## src/rtl/nr4_mul_pkg.sv

```systemverilog
// Package nr4_mul_pkg
// Holds the coefficient definition and the elaboration-time digit encoder.
// Assumes an even operand width between 4 and 32 bits.
package nr4_mul_pkg;

    // Raw n-bit pattern of the coefficient at a table index.
    function automatic logic [63:0] coef_bits(input int idx, input int width);
        logic [63:0] mask;
        logic [63:0] val;
        mask = (64'd1 << width) - 64'd1;
        case (idx)
            0:       val = 64'd1 << (width - 1);
            1:       val = (64'd1 << (width - 1)) - 64'd1;
            2:       val = mask;
            3:       val = 64'd0;
            4:       val = 64'd1;
            default: val = 64'(idx) * 64'(idx) * 64'd29 + 64'(idx) * 64'd113 + 64'd7;
        endcase
        return val & mask;
    endfunction

    // Builds the stored code word from an n-bit pattern.
    // Low digits use {neg,pos} pairs (value pos - 2*neg).
    // The top digit uses {sign,one,two}.
    function automatic logic [63:0] encode_coef(input logic [63:0] bits, input int width);
        logic [63:0] word;
        int k;
        int carry;
        int t;
        int s;
        int lo;
        int nn;
        int c1;
        int top;
        word  = '0;
        k     = width / 2;
        carry = 0;
        for (int j = 0; j < k - 1; j++) begin
            t     = int'(bits[2*j]) + carry;
            lo    = t % 2;
            c1    = t / 2;
            s     = int'(bits[2*j+1]) + c1;
            nn    = s % 2;
            carry = (s + nn) / 2;
            word[2*j]   = (lo != 0);
            word[2*j+1] = (nn != 0);
        end
        top = -2 * int'(bits[width-1]) + int'(bits[width-2]) + carry;
        word[2*k-2] = (top == 2) || (top == -2);
        word[2*k-1] = (top == 1) || (top == -1);
        word[2*k]   = (top < 0);
        return word;
    endfunction

endpackage

```

## src/rtl/nr4_coef_rom.sv

```systemverilog
// Module nr4_coef_rom
// Combinational coefficient table. The code words are computed at
// elaboration by the package encoder. Assumes DEPTH is a power of two.
module nr4_coef_rom #(
    parameter int WIDTH = 8,
    parameter int DEPTH = 16,
    parameter int ADDR_W = $clog2(DEPTH),
    parameter int WORD_W = WIDTH + 1
) (
    input  logic [ADDR_W-1:0] addr,
    output logic [WORD_W-1:0] code
);
    import nr4_mul_pkg::*;

    logic [WORD_W-1:0] table_q [DEPTH];

    // One constant entry per address.
    for (genvar i = 0; i < DEPTH; i++) begin : g_entry
        localparam logic [63:0] ENTRY = encode_coef(coef_bits(i, WIDTH), WIDTH);
        assign table_q[i] = ENTRY[WORD_W-1:0];
    end

    // Table lookup.
    always_comb begin
        code = table_q[addr];
    end
endmodule

```

## src/rtl/nr4_pp_gen.sv

```systemverilog
// Module nr4_pp_gen
// Builds one 2n-bit row per digit, already shifted to weight 4^j.
// A negated row is given in inverted form, and its +1 correction is
// reported on neg_inj for the summer to add.
module nr4_pp_gen #(
    parameter int WIDTH = 8,
    parameter int K = WIDTH / 2,
    parameter int WORD_W = WIDTH + 1,
    parameter int PROD_W = 2 * WIDTH
) (
    input  logic [WIDTH-1:0]           a,
    input  logic [WORD_W-1:0]          code,
    output logic [K-1:0][PROD_W-1:0]   rows,
    output logic [K-1:0]               neg_inj
);
    logic signed [PROD_W-1:0] a_ext;
    logic signed [PROD_W-1:0] a2_ext;

    // Sign-extended operand and its double.
    always_comb begin
        a_ext  = PROD_W'($signed(a));
        a2_ext = a_ext <<< 1;
    end

    for (genvar j = 0; j < K; j++) begin : g_digit
        logic               neg;
        logic [PROD_W-1:0]  mag;
        if (j < K - 1) begin : g_low
            // Four-value selector: 0, +A, -A or -2A.
            always_comb begin
                neg = code[2*j+1];
                if (code[2*j])
                    mag = a_ext;
                else if (code[2*j+1])
                    mag = a2_ext;
                else
                    mag = '0;
            end
        end else begin : g_top
            // Five-value selector for the top digit.
            always_comb begin
                neg = code[WORD_W-1];
                if (code[WORD_W-2])
                    mag = a_ext;
                else if (code[WORD_W-3])
                    mag = a2_ext;
                else
                    mag = '0;
            end
        end
        // Conditional inversion and placement at weight 4^j.
        always_comb begin
            rows[j]    = (mag ^ {PROD_W{neg}}) << (2 * j);
            neg_inj[j] = neg;
        end
    end
endmodule

```

## src/rtl/nr4_pp_sum.sv

```systemverilog
// Module nr4_pp_sum
// Adds the rows and the negation corrections, modulo 2^PROD_W.
// Assumes the rows are already sign-extended and shifted.
module nr4_pp_sum #(
    parameter int K = 4,
    parameter int PROD_W = 16
) (
    input  logic [K-1:0][PROD_W-1:0] rows,
    input  logic [K-1:0]             neg_inj,
    output logic [PROD_W-1:0]        sum
);
    // Sum of all rows plus a 1 at the lowest bit of each negated row.
    always_comb begin
        sum = '0;
        for (int j = 0; j < K; j++) begin
            sum = sum + rows[j] + (PROD_W'(neg_inj[j]) << (2 * j));
        end
    end
endmodule

```

## src/rtl/nr4_coef_mul.sv

```systemverilog
// Module nr4_coef_mul
// Top level: table lookup, row generation and summation, followed by
// one output register. Assumes an even WIDTH from 4 to 32 and a DEPTH
// that is a power of two.
module nr4_coef_mul #(
    parameter int WIDTH = 8,
    parameter int DEPTH = 16,
    parameter int ADDR_W = $clog2(DEPTH)
) (
    input  logic                 clk,
    input  logic                 rst_n,
    input  logic                 in_valid,
    input  logic [ADDR_W-1:0]    coef_addr,
    input  logic [WIDTH-1:0]     operand_a,
    output logic                 out_valid,
    output logic [2*WIDTH-1:0]   product
);
    localparam int K      = WIDTH / 2;
    localparam int WORD_W = 2 * (K - 1) + 3;
    localparam int PROD_W = 2 * WIDTH;

    logic [WORD_W-1:0]          code;
    logic [K-1:0][PROD_W-1:0]   rows;
    logic [K-1:0]               neg_inj;
    logic [PROD_W-1:0]          sum;

    nr4_coef_rom #(.WIDTH(WIDTH), .DEPTH(DEPTH), .ADDR_W(ADDR_W), .WORD_W(WORD_W)) u_rom (
        .addr (coef_addr),
        .code (code)
    );

    nr4_pp_gen #(.WIDTH(WIDTH), .K(K), .WORD_W(WORD_W), .PROD_W(PROD_W)) u_pp (
        .a       (operand_a),
        .code    (code),
        .rows    (rows),
        .neg_inj (neg_inj)
    );

    nr4_pp_sum #(.K(K), .PROD_W(PROD_W)) u_sum (
        .rows    (rows),
        .neg_inj (neg_inj),
        .sum     (sum)
    );

    // Output register: capture the sum on a request, hold it otherwise.
    always_ff @(posedge clk) begin
        if (!rst_n) begin
            out_valid <= 1'b0;
            product   <= '0;
        end else begin
            out_valid <= in_valid;
            if (in_valid)
                product <= sum;
        end
    end
endmodule

```

## config.mk

```make
export PLATFORM = sky130hd
export DESIGN_NAME = nr4_coef_mul
export DESIGN_NICKNAME = d
export VERILOG_FILES = /design/src/rtl/nr4_mul_pkg.sv /design/src/rtl/nr4_coef_rom.sv /design/src/rtl/nr4_pp_gen.sv /design/src/rtl/nr4_pp_sum.sv /design/src/rtl/nr4_coef_mul.sv
export SDC_FILE = /design/constraint.sdc
export NUM_CORES = 1
export LEC_CHECK = 0
export BUFFER_PORTS_ARGS = -buffer_cell sky130_fd_sc_hd__buf_2
export CAP_MARGIN = 20
export CORE_UTILIZATION = 58
export CTS_BUF_LIST = sky130_fd_sc_hd__clkbuf_2 sky130_fd_sc_hd__clkbuf_4 sky130_fd_sc_hd__clkbuf_8
export DETAILED_ROUTE_END_ITERATION = 12
export PLACE_DENSITY_LB_ADDON = 0.08
export SYNTH_ARGS = -nofsm -noshare
export SYNTH_HDL_FRONTEND = slang
export SYNTH_SLANG_ARGS = --single-unit
```

## constraint.sdc

```tcl
create_clock -name clk -period 7.3 [get_ports clk]
set_input_delay 0.73 -clock clk [delete_from_list [all_inputs] [get_ports clk]]
set_output_delay 0.73 -clock clk [all_outputs]
set_load 0.02 [all_outputs]
```

### Word level (Yosys, flattened, before mapping)

Memory sizes are Yosys's and may differ from the RTL's.
Cells that the tools add are included.
Widths: inputs -> output; s select.

* bits in read-only memories: 144
* word-level logic and storage cells: 26
* output and inout port bits: 17
* bits of input ports: 15
* bits in registers: 17
* memories kept: 1

Memory list
* (no name shown): depth 16, width 9, rd ports 1, clocked after memory_dff 0, wr ports 0, RTL line nr4_coef_rom.sv:25 `code = table_q[addr];`

* bitwise gates (word level): 5
* mux-type cells: 10
* add/subtract/negate cells: 7
* $lt $le $gt $ge: 1

Operators with widths (count)
* $add 16x16->16: 3
* $mux 16: 2
* $mux 14: 2
* $mux 12: 2
* $mux 10: 2
* $mux 9: 2
* $add 16x1->16: 1
* $add 16x3->16: 1
* $add 16x5->16: 1
* $add 16x7->16: 1
* $xor 16x16->16: 1
* $xor 14x14->14: 1
* $xor 12x12->12: 1
* $xor 10x10->10: 1
* $ge 5x5->1 const B: 1
* $not 4->5: 1

### Logic depth before layout (Yosys ltp)

Gate-level depths: netlist of the first run.

* depth after elaboration: 14
* gate-level depth with buffers: 20
* depth with buffers taken out: 19

### Cells and area by module

From an unflattened synthesis of the first run, not the netlist that was laid out.

* cell total of the unflattened synthesis: 446
* area total of the unflattened synthesis: 3877.5 sq um

By module, submodules not included
* nr4_pp_sum: cells an instance 203, times used 1, seq. area each 0.0 sq um, area each 1774.2 sq um
* nr4_pp_gen: cells an instance 155, times used 1, seq. area each 0.0 sq um, area each 1193.6 sq um
* nr4_coef_mul: cells an instance 53, times used 1, seq. area each 340.3 sq um, area each 643.1 sq um
* nr4_coef_rom: cells an instance 35, times used 1, seq. area each 0.0 sq um, area each 266.5 sq um

### Worst setup path before layout of the first run

Ideal clock, no wire load.

* path type: in2reg
* start point: input port coef_addr[0]
* end point: register product[15]
* arrival time: 5.018 ns
* data required time: 7.176 ns
* stages on the path: 19
* library setup time: 0.124 ns
* buffers on the path: 1
* slack: 2.159 ns
* path through: inv_1 -> ha_1 -> and2_1 -> o21ai_2 -> o21ai_4 -> and2_1 -> buf_2 -> a22o_1 -> fa_1 -> inv_1 -> fa_1 -> fa_1 -> inv_1 -> ha_1 -> and3_1 -> a221oi_1 -> o311ai_1 -> mux2i_1 -> nand3_1

* word-level cells in the longest chain between the ends: 14
* elaborated cells between the ends (all ways): 23
* those cells by class: add/sub: 7; mux: 10; bitwise: 5; memory: 1

Ends and longest elaborated chain
* start: declaration: RTL line nr4_coef_mul.sv:13 `input logic [ADDR_W-1:0] coef_addr,`
* $not 4->5 (implied by the code) *: RTL line nr4_coef_rom.sv:25
* $mem_v2 16x9 *
* $mux 9 (implied by the code) * (2 in series): RTL line nr4_coef_rom.sv:25
* $mux 16: RTL line nr4_pp_gen.sv:34 `else if (code[2*j+1])`
* $mux 16: RTL line nr4_pp_gen.sv:32 `if (code[2*j])`
* $xor 16x16->16: RTL line nr4_pp_gen.sv:53 `rows[j] = (mag ^ {PROD_W{neg}}) << (2 * j);`
* $add 16x1->16: RTL line nr4_pp_sum.sv:16 `sum = sum + rows[j] + (PROD_W'(neg_inj[j]) << (2 * j));`
* $add 16x16->16: RTL line nr4_pp_sum.sv:16
* $add 16x3->16: RTL line nr4_pp_sum.sv:16
* $add 16x16->16: RTL line nr4_pp_sum.sv:16
* $add 16x5->16: RTL line nr4_pp_sum.sv:16
* $add 16x16->16: RTL line nr4_pp_sum.sv:16
* $add 16x7->16 *: RTL line nr4_pp_sum.sv:16
* end signal: assignment: RTL line nr4_coef_mul.sv:53 `product <= sum;`
* end: declaration: RTL line nr4_coef_mul.sv:16 `output logic [2*WIDTH-1:0] product`

Mark *: on every way between the ends. The rest lies on a longest branch, timed or not. The select of a mux whose other input is x is not followed.
A chain may end at the register's enable or synchronous reset.

### Final worst setup path of the first run

* start point: input port coef_addr[1]
* end point: register product[15]

Same word-level chain as after synthesis.

==> flow_summary_export.csv, run 1 <==
group,metric,value,unit
setup_path,critPathArrivalTime,5820,ps
yosys,avgSynthCellArea,8.398,um2
yosys,synth.most_common_cell,"inv_1",
yosys,syn_inst,347,
floorplanning,ios,32,
layout,area_growth,6.397,%
setup_path,crit_fanout,17,
yosys,synth.cell_area,2914,um2
min_path,hold_path_end,"product[5]$_SDFFE_PN0P_",
floorplanning,die_area,5311,um2
global_route,grt_antenna_before_repair,0,
sta,final_max_slew_viol_count,0,
global_route,grt_busiest_layer,"met2",
floorplanning,start_util,0.6089,
cts,clk_pin_slew,70,ps
sta,maxSlewHeadroom,0.5795,
sta,fin_hold_ws,489.1,ps
yosys,synth_common_cells,"36 x inv_1, 31 x ha_1, 20 x fa_1, 20 x mux2i_1, 20 x nor2_1",
layout,drive_gt1_frac,0.1417,
yosys,postSynth.asyncResetShare,0,
power_and_ir_drop,irDropWorstVdd,267.0,uV
sta,max_freq,176.2,MHz
sta,setup_violations,0,
layout,fin_area,3100,um2
routing,first_pass_iters,4,
global_route,met1_usage,0.3232,
yosys,synth_edf_count,0,
global_route,grt_pass1_wl,10.23,mm
place,portBuffers,31,
yosys,ys_seq_area_frac,0.1168,
cts,cts_root_buf,"clkbuf_8",
setup_path,rr_endpoint,"product[14]$_SDFFE_PN0P_",
routing,dr.first_iter.drc_count,100,
cts,cts_resized,0,
yosys,synth_top_area_cell,"fa_1",
cts,clkLatencyLatePin,260,ps
yosys,ys_top_cells_by_area,"fa_1 14%, ha_1 13%, dfxtp_1 12%",
global_route,grt_pass1_vias,2321,
setup_path,r2r_slack,6580,ps
cts,cts_buffers,3,
power_and_ir_drop,switching_share,0.5111,
job,cap_violations,0,
cts,htreeDepth,1,
power_and_ir_drop,p_seq_frac,0.125,
power_and_ir_drop,pwr-share-comb,0.805,
global_route,grtUsageMet3,0.02072,
setup_path,critical_path_required,7440,ps
cts,cts_buffer_depth,2,
yosys,yosysTopAreaCellShare,0.1374,
setup_path,path_class,"primary input to flop",
cts,cts_setup_buffers,0,
cts,cts_tree,"yes",
global_route,grt_max_degree,31,
place,dpl-instance-area,3052,um2
sta,tns,0,ps
min_path,min-delay-start,"product[5]$_SDFFE_PN0P_",
power_and_ir_drop,pwr_density_cell,339.8,nW/um2
power_and_ir_drop,p_int,515.0,uW
routing,vias_per_cell,5.684,
cts,holdBufCountCts,0,
layout,fillers,437,
global_route,grtUsageTotal,0.2416,
sta,hold_viol,0,
routing,drtAntennaViolNets,0,
routing,drc,0,
sta,fin_crit_sh,0.7774,
yosys,synth_cell_types,58,
yosys,ys_ff_latch,17,
floorplanning,die_x,72.88,um
layout,utilization,0.6478,
min_path,whs_path_depth,2,
power_and_ir_drop,leakage,0.001451,uW
setup_path,reg2reg_depth,1,
yosys,syn-num-nets,413,
floorplanning,std_cell_rows,25,
sta,fin_ws,1625,ps
setup_path,endpoint_kind,"flop",
power_and_ir_drop,p_sw,538.4,uW
place,globalplace.congestion,0.9128,
yosys,synth_flop_cell,"dfxtp_1",
routing,num_vias,2427,
sta,skew,0,ps
yosys,yosys_warnings,0,
floorplanning,design.core.area,4786,um2
global_route,met2_usage,0.4102,
global_route,grt.overflow.total,0,
sta,rsz0062_at_grt,"false",
place,place_hpwl,4.781,mm
min_path,hold_class,"flop to flop",
sta,period_minus_slack,5675,ps
cts,cts.sinks,17,
setup_path,r2r_start,"product[14]$_SDFFE_PN0P_",
routing,drt-total-wl,5.749,mm
layout,nets,427,
setup_path,cp-start-kind,"primary input",
sta,max_slew.worst_pin.slew,630.6,ps
floorplanning,die_height,72.88,um
power_and_ir_drop,p_clk_frac,0.071,
place,place_ws,1373,ps
layout,diodes,0,
run_status,status,"completed",
routing,wire_per_inst,13.46,um
cells by family after synthesis:
kind of cell,count (synthesis),share of synthesized area
compound gates,94,0.2362
xor+xnor,30,0.09017
fa+ha+maj,51,0.2705
buf+inv,60,0.08501
flops,17,0.1168
mux,22,0.07643
simple gates,73,0.1250
power by group through the flow:
stage               clock (uW)  sequential [uW]  combinational (uW)
detailed placement           0              133                 846
global placement             0              133                 842
CTS                       76.0              132                 855
finish                    74.3              131                 848
floorplan                    0              165                 646
global route              78.3              134                 970
per-stage QoR:
| step | total power [uW] | std cells |
|---|---|---|
| floorplan | 811.6 | 347 |
| global placement | 974.8 | 423 |
| detailed placement | 979.6 | 423 |
| CTS | 1062 | 427 |
| global route | 1183 | 427 |
| finish | 1053 | 427 |
placed cells by master (no fill, tap or decap), types with 4 or more instances in the layout:
master,synthesis,layout
inv_1,36,36
ha_1,31,31
buf_2,9,31
mux2i_1,20,20
nor2_1,20,20
fa_1,20,20
a21oi_1,19,19
xor2_1,17,17
dfxtp_1,17,17
nand2_1,15,15
xnor2_1,13,13
nand3_1,12,12
a22oi_1,11,11
a31oi_1,9,9
a211oi_1,7,7
o21ai_0,6,6
nor3b_1,5,5
a221oi_1,4,4
a22o_1,4,4
a21o_1,4,4
o211ai_1,4,4
how the worst max path moves through the flow:
| stage | startpoint | endpoint | slack [ps] | depth (start not counted) |
|---|---|---|---|---|
| floorplan | coef_addr[0] | product[15]$_SDFFE_PN0P_ | 2160 | 19 |
| global placement | coef_addr[1] | product[15]$_SDFFE_PN0P_ | 1470 | 18 |
| detailed placement | coef_addr[1] | product[15]$_SDFFE_PN0P_ | 1370 | 18 |
| CTS | coef_addr[1] | product[15]$_SDFFE_PN0P_ | 1620 | 18 |
| global route | coef_addr[1] | product[15]$_SDFFE_PN0P_ | 1280 | 18 |
| finish | coef_addr[1] | product[15]$_SDFFE_PN0P_ | 1620 | 18 |
routing by layer:
metal | up-vias | wire, um
met2 | 44 | 2709
li1 | 1248 | -
met1 | 1125 | 2777
met5 | - | 0
met4 | 0 | 110
met3 | 10 | 151
flip-flops by register name, indices dropped and copies added, names as in the netlist:
register	count
product	16
out_valid	1
critical path, cell delays in order:
cell	delay (ps)
buf_2	170
inv_1	80
ha_1	620
nand2_1	200
o21ai_2	550
a221oi_2	150
a31o_1	220
fa_1	510
inv_1	60
fa_1	500
fa_1	510
inv_1	40
ha_1	350
and3_1	220
a221oi_1	470
o311ai_1	160
mux2i_1	170
nand3_1	80
layout make-up:
type                       instances  area (um2)  area share
clock buffer                       3       41.29     0.01332
clock inverter                     1       7.507    0.002421
inverter                          37       138.9     0.04479
multi-input combinational        270        2326      0.7502
sequential                        17       340.3      0.1098
tap                               67       83.83     0.02704
timing repair buffer              32       162.7     0.05246
No activity file was read; power rests on OpenSTA's default activity.
==> run 2: changes to the inputs <==
==> constraint.sdc (replaced) <==
create_clock -name clk -period 6 [get_ports clk]
set_input_delay 0.6 -clock clk [delete_from_list [all_inputs] [get_ports clk]]
set_output_delay 0.6 -clock clk [all_outputs]
set_load 0.02 [all_outputs]
==> run 2 against run 1 <==
Flip-flop and latch count unchanged. Die area unchanged. Core utilization up 0.26 points. First-iteration DRC count up 12%. Via count up 1.7%. Global-route usage up 0.57 points. Clock-buffer cell count unchanged. Register-to-register slack worse by 1300 ps.
==> flow_summary_export.csv, run 2 (same netlist as run 1, synthesis figures left out) <==
group,metric,value,unit
power_and_ir_drop,p_clk_frac,0.068,
routing,drtAntennaViolNets,0,
sta,fin_hold_ws,485.5,ps
floorplanning,ios,32,
power_and_ir_drop,p_int,629.9,uW
global_route,grt_antenna_before_repair,0,
run_status,status,"completed",
sta,rsz0062_at_grt,"false",
setup_path,path_class,"primary input to flop",
global_route,grt_max_degree,31,
setup_path,path_buf_inv,5,
floorplanning,std_cell_rows,25,
floorplanning,die_area,5311,um2
layout,largest_reg_flops,16,
routing,drt-total-wl,5.865,mm
cts,holdBufCountCts,0,
cts,cts_resized,0,
cts,clkLatencyLatePin,260,ps
floorplanning,start_util,0.6089,
routing,wire_per_inst,13.67,um
power_and_ir_drop,p_seq_frac,0.124,
min_path,hold_class,"flop to flop",
cts,cts_setup_buffers,0,
layout,area_growth,6.827,%
power_and_ir_drop,p_sw,664.5,uW
sta,tns,0,ps
sta,hold_viol,0,
global_route,grtUsageTotal,0.2474,
setup_path,slowest_delay,520,ps
power_and_ir_drop,switching_share,0.5133,
power_and_ir_drop,leakage,0.001465,uW
routing,num_vias,2468,
layout,final_common_cell,"inv_1",
sta,max_freq,192.3,MHz
layout,biggestRegsByFlops,"product (16), out_valid (1)",
sta,max_slew.worst_pin.slew,594.5,ps
global_route,grt.overflow.total,0,
routing,vias_per_cell,5.753,
sta,final_max_slew_viol_count,0,
setup_path,path_cells,"buf_2 > inv_1 > ha_1 > buf_4 > nor2b_1 > o21ai_1 > o21ai_2 > a221oi_2 > a31o_1 > fa_1 > inv_1 > fa_1 > fa_1 > inv_1 > ha_1 > and3_1 > a221oi_1 > o311ai_1 > mux2i_1 > nand3_1",
routing,dr.first_iter.drc_count,112,
setup_path,crit_fanout,15,
place,portBuffers,31,
layout,nets,429,
cts,htreeDepth,1,
power_and_ir_drop,pwr-share-comb,0.809,
layout,mostFrequentLayoutCells,"36 x inv_1, 31 x ha_1, 31 x buf_2",
place,place_hpwl,4.772,mm
global_route,grt_pass1_vias,2291,
place,globalplace.congestion,0.9058,
power_and_ir_drop,irDropWorstVdd,302.0,uV
setup_path,endpoint_kind,"flop",
sta,fin_crit_sh,0.8667,
floorplanning,die_x,72.88,um
floorplanning,die_height,72.88,um
sta,maxSlewHeadroom,0.6036,
routing,drc,0,
cts,cts.sinks,17,
layout,diodes,0,
sta,skew,0,ps
layout,fillers,435,
setup_path,critical_path_required,6140,ps
setup_path,critPathArrivalTime,5340,ps
setup_path,cp-start-kind,"primary input",
layout,largest-register,"product",
cts,cts_buffer_depth,2,
job,cap_violations,0,
routing,first_pass_iters,4,
cts,cts_buffers,3,
sta,setup_violations,0,
power_and_ir_drop,pwr_density_cell,415.8,nW/um2
setup_path,path_delay_family,"adder cells",
cts,cts_root_buf,"clkbuf_8",
layout,drive_gt1_frac,0.1464,
sta,period_minus_slack,5200,ps
cts,cts_tree,"yes",
global_route,grt_pass1_wl,10.44,mm
setup_path,critPathSlowestCell,"fa_1",
cts,clk_pin_slew,60,ps
floorplanning,design.core.area,4786,um2
## run 2: cell types whose count changed in the layout (fill, tap and decap cells not counted)
cell	previous run	this run
clkinvlp_4	1	0
buf_4	1	3
clkinv_2	0	1
## run 2: cell type report
type                       count  area (um2)  share of cell area
clock inverter                 1       5.005            0.001608
timing repair buffer          34       177.7             0.05707
sequential                    17       340.3              0.1093
multi-input combinational    270        2326              0.7472
inverter                      37       138.9             0.04461
clock buffer                   3       41.29             0.01326
tap                           67       83.83             0.02693
## run 2: per-stage QoR
stage | total power [uW] | worst slack [ps] | utilization | area (um2) | std cells
final | 1294 | 799.7 | 0.6505 | 3113 | 429
after floorplan | 987.4 | 988.8 | - | 2914 | 347
after global placement | 1186 | 597.6 | 0.6408 | 3067 | 425
after global routing | 1450 | 385.7 | 0.6505 | 3113 | 429
after detailed placement | 1200 | 535.1 | 0.6408 | 3067 | 425
after CTS | 1300 | 782.9 | 0.6505 | 3113 | 429
## run 2: layer usage
metal,wire length (um),GRT usage,vias up
met3,121,0.01796,6
li1,-,-,1259
met2,2763,0.4164,37
met4,62,0.06754,0
met5,0,0,-
met1,2918,0.3429,1166
## run 2: power groups by stage
stage / logic [uW] / registers, uW / clock network (uW)
2_1_floorplan: 786 / 201 / 0
3_3_place_gp: 1020 / 161 / 0
3_5_place_dp: 1040 / 162 / 0
4_1_cts: 1050 / 160 / 89.9
5_1_grt: 1190 / 164 / 95.2
6_report: 1050 / 160 / 87.5
## run 2: worst min-delay path, cell delays in order (launching register included)
cell     delay [ps]
dfxtp_1         320
nand3_1          60
o21ai_0          70
## run 2: final timing paths
path,start,endpoint,slack [ps],depth (start not counted)
max,coef_addr[1],product[15]$_SDFFE_PN0P_,800,20
min,product[9]$_SDFFE_PN0P_,product[9]$_SDFFE_PN0P_,490,2
max reg2reg,product[14]$_SDFFE_PN0P_,product[14]$_SDFFE_PN0P_,5290,1
min reg2reg,product[9]$_SDFFE_PN0P_,product[9]$_SDFFE_PN0P_,490,2
